===== config.mk =====
export PLATFORM = sky130hd
export DESIGN_NAME = dbg_reg_target
export DESIGN_NICKNAME = d
export VERILOG_FILES = /design/src/rtl/dbg_reg_target.sv
export SDC_FILE = /design/constraint.sdc
export NUM_CORES = 1
export LEC_CHECK = 0
export ABC_AREA = 1
export BUFFER_PORTS_ARGS = -buffer_cell sky130_fd_sc_hd__buf_2
export CAP_MARGIN = 15
export CORE_ASPECT_RATIO = 1.4
export CORE_MARGIN = 8
export CORE_UTILIZATION = 55
export CTS_CLUSTER_SIZE = 10
export DETAILED_ROUTE_END_ITERATION = 10
export HOLD_SLACK_MARGIN = 0.12
export PLACE_DENSITY = 0.72
export SYNTH_ARGS = -nofsm -noshare
export SYNTH_HDL_FRONTEND = slang
export SYNTH_SLANG_ARGS = --single-unit

===== constraint.sdc =====
create_clock -name clk -period 1.9 [get_ports clk]
set_input_delay 0.38 -clock clk [delete_from_list [all_inputs] [get_ports clk]]
set_output_delay 0.38 -clock clk [all_outputs]
set_load 0.005 [all_outputs]

===== src/rtl/dbg_reg_target.sv =====
module dbg_reg_target #(
  parameter int          AW       = 8,
  parameter int          DW       = 32,
  parameter int          NUM_RW   = 4,
  parameter logic [7:0]  ID_ADDR  = 8'h10,
  parameter logic [7:0]  CNT_ADDR = 8'h11,
  parameter logic [31:0] ID_VALUE = 32'h5EED_0001
) (
  input  logic          clk,
  input  logic          rst,
  input  logic          req_i,
  input  logic [AW-1:0] addr_i,
  input  logic [DW-1:0] wdata_i,
  input  logic          wr_i,
  output logic          ack_o,
  output logic [DW-1:0] rdata_o
);

  localparam logic [AW-1:0] IdA  = AW'(ID_ADDR);
  localparam logic [AW-1:0] CntA = AW'(CNT_ADDR);
  localparam logic [DW-1:0] IdV  = DW'(ID_VALUE);

  typedef enum logic {ST_IDLE, ST_ACK} st_t;

  st_t                       st_q;
  logic [NUM_RW-1:0][DW-1:0] rw_q;
  logic [DW-1:0]             cnt_q;
  logic [DW-1:0]             rd_val;
  logic                      accept;

  assign accept = (st_q == ST_IDLE) && req_i;

  // free-running cycle counter
  always_ff @(posedge clk) begin
    if (rst) cnt_q <= '0;
    else     cnt_q <= cnt_q + 1'b1;
  end

  // scratch registers, written only on the accepting edge
  for (genvar g = 0; g < NUM_RW; g++) begin : g_rw
    always_ff @(posedge clk) begin
      if (rst)
        rw_q[g] <= '0;
      else if (accept && wr_i && addr_i == AW'(g))
        rw_q[g] <= wdata_i;
    end
  end

  always_comb begin
    rd_val = '0;
    for (int i = 0; i < NUM_RW; i++)
      if (addr_i == AW'(i)) rd_val = rw_q[i];
    if (addr_i == IdA)  rd_val = IdV;
    if (addr_i == CntA) rd_val = cnt_q;
  end

  always_ff @(posedge clk) begin
    if (rst) begin
      st_q    <= ST_IDLE;
      ack_o   <= 1'b0;
      rdata_o <= '0;
    end else begin
      case (st_q)
        ST_IDLE: if (req_i) begin
          st_q    <= ST_ACK;
          ack_o   <= 1'b1;
          rdata_o <= wr_i ? '0 : rd_val;
        end
        default: if (!req_i) begin
          st_q    <= ST_IDLE;
          ack_o   <= 1'b0;
          rdata_o <= '0;
        end
      endcase
    end
  end


  ack_rise_chk: assert property (@(posedge clk) disable iff (rst)
    (!ack_o && req_i) |=> ack_o);

  ack_hold_chk: assert property (@(posedge clk) disable iff (rst)
    (ack_o && req_i) |=> ack_o);

  rdata_stable_chk: assert property (@(posedge clk) disable iff (rst)
    (ack_o && req_i) |=> $stable(rdata_o));

  rdata_idle_zero_chk: assert property (@(posedge clk) disable iff (rst)
    !ack_o |-> (rdata_o == '0));

  one_shot_chk: assert property (@(posedge clk) disable iff (rst)
    (ack_o && req_i) |=> $stable(rw_q));

  ack_drop_chk: assert property (@(posedge clk) disable iff (rst)
    (ack_o && !req_i) |=> !ack_o);

endmodule


==> out/results.txt <==
Remaining antenna violation count = 0
GRT Util Overall = 0.248
Slew @ Worst Pin = 472 ps
Crit path launch type = flip-flop
IO Pins = 77
Worst Path Required = 2200 ps
Power per cell area = 786 nW/um^2
CTS tree = built
Sequential cell area = 3880 um^2
Residual DRC = 0
Die H = 165 um
Crit Path Category = flip-flop to flip-flop
Worst setup path start = cnt_q[1]$_SDFF_PP0_
Drt pass-1 iters = 5
Status = finished clean
Clk network pwr share = 0.440
Min cycle time layout = 1760 ps
Post-detail-place hpwl = 16600 um
Via count = 8242
Vias in the first global route = 7795
CP Max Fanout = 4
Setup violators final = 0
Worst slack at placement = -22.7 ps
Reg2Reg Setup Slack = 140 ps
Clock buffer depth = 2
Max VDD drop = 629 uV
Post-CTS Setup Bufs = 0
Final Non-Filler Cells = 1505
Num CTS Buffers = 17
Part of the power in combinational logic = 0.047
Wire length per cell = 16.2 um
Worst hold start = req_i
GRT met2 Usage = 0.403
Grt total ovfl = 0
Synth top area share = 0.446
Clk_skew = 10.8 ps
Hold crit path type = input port to flip-flop
Filler cell count = 1440
Synth Instances = 1232
Synth area leaders = dfxtp_1, nand2_1, a21oi_1
Multi-input logic area = 4080 um^2
Clock slew at reported path FFs = 70 ps
RSZ-0062 raised after global routing = false
Leakage power = 4.34 nW
Nets = 1343
Syn_nets = 1278
Final Hold Viols = 0
Met3 usage = 0.0404
Max-cap violations = 0
DP Cell Count = 1474
Largest net degree at the start of global routing = 99
Number of DRC markers in iteration 0 = 856
Max Fclk = 568 MHz
Fraction of layout cells with a size suffix above 1 = 0.148
Routed Wire Length = 24300 um
CTS Sinks = 194
PostCTS Resize Cnt = 0
Setup crit end kind = flip-flop
GPL Wtd Cong = 0.936
Yosys reg bits = 194
Sw Ratio = 0.238
Die area = 20200 um^2
Internal = 6.06 mW
Sequential Power Share = 0.514
CORE AREA = 15500 um^2
Area grow syn2layout = 16.1%
Sw Pwr = 1.89 mW
Syn Area/Cell = 7.07 um^2
Met1 Use GR = 0.320
Yosys warns = 0
Vias/cell = 5.48
Chip width = 122 um
Setup slack after layout = 138 ps
Synth cell types = 39
Crit path DAT = 2060 ps
Slew HR = 0.685
Skew-Pair Late Insertion Delay = 440 ps
Hold buffers post-CTS = 0
CTS Root Cell = clkbuf_16
Area leader, netlist = dfxtp_1
FP Rows = 54
# diodes = 0
Sequential fraction of the synthesis area = 0.446
H-Tree Depth = 4
Global-route wire length before repair = 39700 um
Final period utilization = 0.927
Initial antenna violation count = 0
Initial Utilization = 0.561
R2r startpoint = cnt_q[1]$_SDFF_PP0_
Most used routing layer = met2
PortBufs = 76
Post-Syn Area = 8710 um^2
Final Max Slew Viols = 0
-- per-stage QoR --
step	setup TNS [ps]	power (mW)	hold slack, ps	utilization	area, um^2
3_5_place_dp	-22.7	4.55	452	0.614	9540
3_3_place_gp	-16.5	4.55	450	0.614	9540
5_1_grt	0	8.21	169	0.651	10100
4_1_cts	0	8.01	164	0.651	10100
6_report	0	7.95	180	0.651	10100
2_1_floorplan	0	4.38	430	-	8710
-- placed cells by master, fill, tap and decap left out, types with 7 or more instances in the layout --
cell / Yosys / final
nand2_1: 266 / 266
dfxtp_1: 194 / 194
a21oi_1: 159 / 159
nor2_1: 105 / 103
nand3_1: 103 / 103
inv_1: 100 / 99
o21ai_0: 94 / 94
buf_2: 31 / 75
o21ai_1: 36 / 36
buf_4: 4 / 28
a211oi_1: 24 / 24
clkbuf_16: 0 / 17
buf_12: 0 / 17
nand4_1: 10 / 10
nor2_2: 6 / 8
inv_2: 7 / 8
a211oi_2: 8 / 8
nor3_1: 7 / 7
-- registers in the layout, indices dropped and copies added (netlist names) --
signal / cells
ack_o: 1
cnt_q: 32
rdata_o: 32
rw_q: 128
st_q: 1
-- logic make-up after synthesis --
family | Yosys count | share of synthesized area
AO/OA/AOI/OAI | 325 | 0.202
XOR/XNOR | 3 | 0.00302
adder cells (fa/ha/maj) | 2 | 0.00287
buffers and inverters | 183 | 0.0869
flip-flops | 194 | 0.446
AND/OR/NAND/NOR | 525 | 0.259
-- worst max-delay path, cell delays in order (launching register included) --
cell	delay, ps
dfxtp_1	370
ha_1	200
nand2_1	90
nor2_2	160
nand2_1	170
nor2_2	140
nand4_1	150
clkinv_1	140
and3_1	170
nor3_1	40
-- worst paths after layout --
path / cells past startpoint / to
worst max-delay path: 9 / cnt_q[20]$_SDFF_PP0_
worst min-delay path: 3 / st_q$_SDFF_PP0_
worst max register to register: 9 / cnt_q[20]$_SDFF_PP0_
worst min register to register: 2 / rdata_o[13]$_SDFFE_PP0P_
-- final cells by class --
cell class | count | share of cell area
clock buffer | 19 | 0.0438
timing repair buffer | 120 | 0.0916
tap | 196 | 0.0243
sequential | 194 | 0.384
multi-input combinational | 855 | 0.403
inverter | 109 | 0.0406
clock inverter | 12 | 0.0125
-- synth_stat cells, drive strengths merged --
cell type and number:
nand2 271, a21oi 159, xnor2 1, buf 38, o21a 3, nand2b 1, nor3b 1, clkbuf 36
and3 2, xor2 2, nand4 10, ha 2, nor4 1, inv 107, dfxtp 194, o21ai 130
nor2 114, a211oi 32, or2 9, nand3b 2, clkinv 2, nor3 10, nand3 104, o221a 1
-- metal layers --
layer / wire [um] / up-vias
li1: - / 4202
met1: 10700 / 3775
met2: 11700 / 223
met3: 1340 / 42
met4: 601 / 0
met5: 0 / -
-- power by group through the flow --
stage               clock, mW  sequential (mW)  combinational (mW)
global route             3.72             4.08               0.409
floorplan                   0             4.18               0.207
detailed placement          0             4.18               0.369
global placement            0             4.18               0.368
CTS                      3.56             4.08               0.371
finish                   3.49             4.08               0.371
(Power assumes the default switching activity.)
